==> config.mk <==
export PLATFORM = sky130hd
export DESIGN_NAME = interval_timer
export DESIGN_NICKNAME = d
export VERILOG_FILES = /design/src/rtl/itmr_pkg.sv /design/src/rtl/itmr_counter.sv /design/src/rtl/itmr_regs.sv /design/src/rtl/interval_timer.sv
export SDC_FILE = /design/constraint.sdc
export NUM_CORES = 1
export LEC_CHECK = 0
export CAP_MARGIN = 0
export CORE_MARGIN = 2
export CORE_UTILIZATION = 50
export CTS_CLUSTER_DIAMETER = 80
export DETAILED_ROUTE_END_ITERATION = 16
export DONT_BUFFER_PORTS = 1
export PLACE_DENSITY = 0.7
export SYNTH_ARGS = -nofsm -noshare
export SYNTH_HDL_FRONTEND = slang
export SYNTH_SLANG_ARGS = --single-unit
==> constraint.sdc <==
create_clock -name clk_i -period 3.2 [get_ports clk_i]
set_input_delay 0.64 -clock clk_i [delete_from_list [all_inputs] [get_ports clk_i]]
set_output_delay 0.64 -clock clk_i [all_outputs]
set_load 0.005 [all_outputs]
==> src/rtl/itmr_pkg.sv <==
package itmr_pkg;
  localparam int DATA_W = 32;

  typedef enum logic [1:0] {
    SEL_STATUS   = 2'd0,
    SEL_CONTROL  = 2'd1,
    SEL_PERIOD   = 2'd2,
    SEL_SNAPSHOT = 2'd3
  } reg_sel_e;

  localparam int ST_TIMEOUT_BIT  = 0;
  localparam int ST_RUNNING_BIT  = 1;
  localparam int CT_IRQ_EN_BIT   = 0;
  localparam int CT_RELOAD_BIT   = 1;
  localparam int CT_START_BIT    = 2;
  localparam int CT_STOP_BIT     = 3;

  typedef struct packed {
    logic auto_reload;
    logic irq_en;
  } ctrl_t;
endpackage

==> src/rtl/itmr_counter.sv <==
module itmr_counter
  import itmr_pkg::*;
#(
  parameter int W = DATA_W
) (
  input  logic         clk_i,
  input  logic         rst_ni,
  input  logic         tick_en_i,
  input  logic         load_i,
  input  logic [W-1:0] load_val_i,
  input  logic         start_i,
  input  logic         stop_i,
  input  logic         auto_reload_i,
  input  logic [W-1:0] period_i,
  output logic [W-1:0] count_o,
  output logic         running_o,
  output logic         expire_o
);
  logic [W-1:0] cnt_q;
  logic         run_q;
  logic         step;

  assign step     = run_q & tick_en_i;
  // tick at 1 or 0 ends the run; 0 covers a zero period
  assign expire_o = step & (cnt_q <= W'(1));
  assign count_o  = cnt_q;
  assign running_o = run_q;

  always_ff @(posedge clk_i or negedge rst_ni) begin
    if (!rst_ni) begin
      cnt_q <= '0;
      run_q <= 1'b0;
    end else begin
      if (load_i)        cnt_q <= load_val_i;
      else if (expire_o) cnt_q <= auto_reload_i ? period_i : '0;
      else if (step)     cnt_q <= cnt_q - W'(1);

      if (stop_i)                           run_q <= 1'b0;
      else if (start_i)                     run_q <= 1'b1;
      else if (expire_o && !auto_reload_i)  run_q <= 1'b0;
    end
  end

  assert_stop_wins_R6: assert property (@(posedge clk_i) disable iff (!rst_ni)
    stop_i |=> !running_o);

  assert_dec_one_R3: assert property (@(posedge clk_i) disable iff (!rst_ni)
    (running_o && tick_en_i && count_o > W'(1) && !load_i) |=> count_o == $past(count_o) - W'(1));

  assert_hold_idle_R3: assert property (@(posedge clk_i) disable iff (!rst_ni)
    (!running_o && !load_i) |=> $stable(count_o));

  assert_oneshot_end_R4: assert property (@(posedge clk_i) disable iff (!rst_ni)
    (expire_o && !auto_reload_i && !start_i && !load_i) |=> (!running_o && count_o == '0));
endmodule

==> src/rtl/itmr_regs.sv <==
module itmr_regs
  import itmr_pkg::*;
#(
  parameter int W      = DATA_W,
  parameter int ADDR_W = 6
) (
  input  logic              clk_i,
  input  logic              rst_ni,
  input  logic              req_valid_i,
  input  logic              req_write_i,
  input  logic [ADDR_W-1:0] req_addr_i,
  input  logic [W-1:0]      req_wdata_i,
  input  logic              expire_i,
  input  logic              running_i,
  input  logic [W-1:0]      count_i,
  output ctrl_t             ctrl_o,
  output logic [W-1:0]      period_o,
  output logic              load_o,
  output logic              start_o,
  output logic              stop_o,
  output logic              timeout_o,
  output logic              rd_valid_o,
  output logic [W-1:0]      rd_data_o
);
  localparam int WORD_W = ADDR_W - 2;

  logic        mapped;
  reg_sel_e    sel;
  logic        wr_hit, rd_hit;
  ctrl_t       ctrl_q;
  logic [W-1:0] period_q;
  logic        timeout_q;
  logic [W-1:0] rd_mux;

  generate
    if (WORD_W > 2) begin : g_wide
      assign mapped = ~|req_addr_i[ADDR_W-1:4] & ~|req_addr_i[1:0];
    end else begin : g_narrow
      assign mapped = ~|req_addr_i[1:0];
    end
  endgenerate

  assign sel    = reg_sel_e'(req_addr_i[3:2]);
  assign wr_hit = req_valid_i & req_write_i & mapped;
  assign rd_hit = req_valid_i & ~req_write_i;

  assign load_o  = wr_hit & (sel == SEL_PERIOD);
  assign start_o = wr_hit & (sel == SEL_CONTROL) & req_wdata_i[CT_START_BIT];
  assign stop_o  = wr_hit & (sel == SEL_CONTROL) & req_wdata_i[CT_STOP_BIT];

  always_comb begin
    rd_mux = '0;
    if (mapped) begin
      unique case (sel)
        SEL_STATUS: begin
          rd_mux[ST_TIMEOUT_BIT] = timeout_q;
          rd_mux[ST_RUNNING_BIT] = running_i;
        end
        SEL_CONTROL: begin
          rd_mux[CT_IRQ_EN_BIT] = ctrl_q.irq_en;
          rd_mux[CT_RELOAD_BIT] = ctrl_q.auto_reload;
        end
        SEL_PERIOD:   rd_mux = period_q;
        SEL_SNAPSHOT: rd_mux = count_i;
      endcase
    end
  end

  always_ff @(posedge clk_i or negedge rst_ni) begin
    if (!rst_ni) begin
      ctrl_q     <= '0;
      period_q   <= '0;
      timeout_q  <= 1'b0;
      rd_valid_o <= 1'b0;
      rd_data_o  <= '0;
    end else begin
      if (wr_hit && sel == SEL_CONTROL) begin
        ctrl_q.irq_en      <= req_wdata_i[CT_IRQ_EN_BIT];
        ctrl_q.auto_reload <= req_wdata_i[CT_RELOAD_BIT];
      end
      if (load_o) period_q <= req_wdata_i;
      // hardware set beats software clear
      if (expire_i)                          timeout_q <= 1'b1;
      else if (wr_hit && sel == SEL_STATUS)  timeout_q <= 1'b0;
      rd_valid_o <= rd_hit;
      if (rd_hit) rd_data_o <= rd_mux;
    end
  end

  assign ctrl_o    = ctrl_q;
  assign period_o  = period_q;
  assign timeout_o = timeout_q;

  assert_expire_sets_R7: assert property (@(posedge clk_i) disable iff (!rst_ni)
    expire_i |=> timeout_o);

  assert_ack_clears_R7: assert property (@(posedge clk_i) disable iff (!rst_ni)
    (wr_hit && sel == SEL_STATUS && !expire_i) |=> !timeout_o);

  assert_rd_latency_R9: assert property (@(posedge clk_i) disable iff (!rst_ni)
    rd_hit |=> rd_valid_o);

  assert_rd_quiet_R9: assert property (@(posedge clk_i) disable iff (!rst_ni)
    !rd_hit |=> !rd_valid_o);
endmodule

==> src/rtl/interval_timer.sv <==
module interval_timer
  import itmr_pkg::*;
#(
  parameter int ADDR_W = 6
) (
  input  logic              clk_i,
  input  logic              rst_ni,
  input  logic              tick_en_i,
  input  logic              req_valid_i,
  input  logic              req_write_i,
  input  logic [ADDR_W-1:0] req_addr_i,
  input  logic [DATA_W-1:0] req_wdata_i,
  output logic              rd_valid_o,
  output logic [DATA_W-1:0] rd_data_o,
  output logic              irq_o
);
  ctrl_t             ctrl;
  logic [DATA_W-1:0] period, count;
  logic              load, start, stop, timeout, running, expire;

  itmr_regs #(.W(DATA_W), .ADDR_W(ADDR_W)) u_regs (
    .clk_i, .rst_ni, .req_valid_i, .req_write_i, .req_addr_i, .req_wdata_i,
    .expire_i(expire), .running_i(running), .count_i(count),
    .ctrl_o(ctrl), .period_o(period), .load_o(load), .start_o(start),
    .stop_o(stop), .timeout_o(timeout), .rd_valid_o, .rd_data_o
  );

  itmr_counter #(.W(DATA_W)) u_cnt (
    .clk_i, .rst_ni, .tick_en_i,
    .load_i(load), .load_val_i(req_wdata_i), .start_i(start), .stop_i(stop),
    .auto_reload_i(ctrl.auto_reload), .period_i(period),
    .count_o(count), .running_o(running), .expire_o(expire)
  );

  assign irq_o = timeout & ctrl.irq_en;

  assert_reload_runs_R5: assert property (@(posedge clk_i) disable iff (!rst_ni)
    (expire && ctrl.auto_reload && !stop && !load) |=> (running && count == $past(period)));

  assert_load_wins_R11: assert property (@(posedge clk_i) disable iff (!rst_ni)
    load |=> count == $past(req_wdata_i));
endmodule

==> impl_metrics.json <==
{
  "crit_path_max_fanout": 12,
  "skew_ns": 0.00993,
  "maxCapViolCount": 0,
  "core-area_um2": 10700,
  "power_density_nw_per_um2": 493,
  "clkLatencyLatePin_ns": 0.38,
  "antennaDiodeCount": 0,
  "min_path_type": "input pin to asynchronous set/reset pin",
  "dpl.hpwl_mm": 9.60,
  "yosysTopAreaCell": "dfrtp_1",
  "fin_setup_tns_ns": 0,
  "max_freq_ghz": 0.349,
  "syn_inst": 611,
  "multi_input_area_um2": 2750,
  "grt_util_met3": 0.0562,
  "grt_start_max_net_pins": 102,
  "grtUsageMet2": 0.395,
  "crit_required_ns": 3.47,
  "drc": 0,
  "num-nets-final": 641,
  "slew_headroom": 0.599,
  "clockBufferDepth": 2,
  "root_buffer": "clkbuf_8",
  "avgSynthCellArea_um2": 8.96,
  "yosys_warnings": 0,
  "tightest_slew_ns": 0.597,
  "critPathKind": "flip-flop to flip-flop",
  "grt_overflow": 0,
  "die_x_um": 109,
  "layout_min_cycle_time_ns": 2.87,
  "htreeDepth": 3,
  "antenna_found_initial": 0,
  "yosysTopAreaCellShare": 0.462,
  "synth_area_leaders": "dfrtp_1 (46%), nand2_1 (10%), mux2i_1 (7.0%)",
  "placed_cells": 724,
  "fp.dieH_um": 109,
  "wl_per_cell_um": 19.9,
  "grtUsageMet1": 0.345,
  "grt_pass1_vias": 4522,
  "gp_congestion": 0.926,
  "grt_first_pass_wirelength_mm": 23.3,
  "path_clk_slew_ns": 0.09,
  "cp-start-kind": "flip-flop",
  "min_period_over_period": 0.897,
  "synth-main-ff-cell": "dfrtp_1",
  "report.final.slew_viol_count": 0,
  "fin_cells": 740,
  "cp-end-kind": "flip-flop",
  "ys_seq_elements": 101,
  "p_leak_nw": 2.55,
  "rows": 38,
  "dr.pass1.iters": 7,
  "arrival_ns": 3.14,
  "synth_edf_count": 0,
  "seq_area_frac_synth": 0.462,
  "layout_commonest_cell": "nand2_1",
  "vias_per_cell": 6.32,
  "n_fill_cell": 979,
  "start_util": 0.509,
  "drive_above_1_share": 0.0800,
  "drt_iter0_markers": 399,
  "ys_types": 60,
  "seq_area_um2": 2530,
  "max_stage_delay_ns": 0.60,
  "critPathSlowestCell": "or4b_1",
  "area_growth_pct": 5.83,
  "synth_area_um2": 5470,
  "ioPinCount": 77,
  "cp_cell_sequence": "or4_4, nor4_4, nand2b_1, or4b_1, a211oi_1, nor2_1",
  "grt_busiest_layer": "met2",
  "grtUsageTotal": 0.258,
  "status": "complete, no violations",
  "setup-violations-final": 0,
  "synth_nets": 656,
  "drt_wl_total_mm": 14.7,
  "postRouteAntennaNets": 0,
  "rsz0062_at_grt": "false",
  "hold_violations": 0,
  "dr_total_vias": 4674,
  "place.port_buffers": 0,
  "cts.sinks": 101,
  "cts_tree": "built",
  "cts-buffers-inserted": 9,
  "vdd.ir_drop.worst_mv": 0.274,
  "async_reset_ff_frac": 1.00,
  "final_cell_mix": "nand2_1 (151), dfrtp_1 (101), o21ai_0 (43)",
  "dieArea_um2": 11800
}
## state kept, by name, indices dropped and copies added, names as in the netlist
name,count
u_cnt.count_o,32
u_regs.period_o,32
u_regs.rd_data_o,32
u_regs.ctrl_o,2
u_cnt.running_o,1
u_regs.rd_valid_o,1
u_regs.timeout_o,1
## worst max-delay path, delay by kind of cell (launching register included)
| family | cells | cell delay [ns] |
|---|---|---|
| DFF | 1 | 0.47 |
| and+or+nand+nor | 5 | 2.05 |
| AOI/OAI and AO/OA | 1 | 0.24 |
## routing by layer
metal / part of all wire / vias up
met4: 0.028 / 0
met2: 0.46 / 187
met1: 0.44 / 2299
met5: 0 / -
li1: - / 2157
met3: 0.073 / 31
## synth_stat cells (all sizes together) (7+ instances only)
library cell	count
a22o	14
a21oi	19
dfrtp	101
buf	10
nor2	41
a221oi	7
or3	7
nand2	151
nor3	20
o21a	9
clkbuf	30
a31oi	11
nand3	9
mux2i	38
inv	7
nor4	9
o21ai	57
## worst paths after layout
check | cells past startpoint | slack (ns) | from | end
max | 6 | 0.33 | u_cnt.count_o[0] | u_cnt.count_o[25]
min | 1 | 0.19 | rst_ni | u_regs.period_o[0]
max reg2reg | 6 | 0.33 | u_cnt.count_o[0] | u_cnt.count_o[25]
min reg2reg | 2 | 0.51 | u_regs.period_o[17] | u_regs.period_o[17]
max in group asynchronous | 1 | 2.61 | rst_ni | u_regs.period_o[12]
min in group clk_i | 2 | 0.36 | req_wdata_i[15] | u_regs.period_o[15]
## logic make-up after synthesis
family                     after synthesis  synth area share
AOI/OAI and AO/OA                      148             0.182
buffers and inverters                   47            0.0368
adders and majority gates                2           0.00457
xor gates and xnor gates                 5           0.00800
and+or+nand+nor                        266             0.225
muxes                                   42            0.0818
DFF                                    101             0.462
## per-stage QoR
step	instance area [µm²]	power, mW	util	hold slack [ns]	setup slack [ns]
after floorplan	5470	1.98	-	0.344	0.764
after global placement	5610	2.07	0.522	0.348	0.407
after detailed placement	5610	2.10	0.522	0.346	0.357
after CTS	5790	2.86	0.539	0.205	0.340
after global routing	5790	3.01	0.539	0.216	0.208
final	5790	2.86	0.539	0.189	0.331
## cell type report
class / instances / area share
tap: 140 / 0.0302
multi-input combinational: 463 / 0.475
sequential: 101 / 0.436
timing repair buffer: 14 / 0.0259
clock buffer: 13 / 0.0257
inverter: 7 / 0.00454
clock inverter: 2 / 0.00173
## repair_timing
item,in CTS,in global routing
resized for setup,0,0
endpoints found under the hold margin,101,0
hold buffers,1,0
buffers inserted,0,0
## power by group
part / total [mW] / switching (mW) / internal [mW]
Combinational: 0.503 / 0.270 / 0.233
Sequential: 1.62 / 0.213 / 1.40
Clock: 0.736 / 0.436 / 0.299
Total: 2.86 / 0.919 / 1.94
Note: power is estimated with default switching activity, not from simulation.
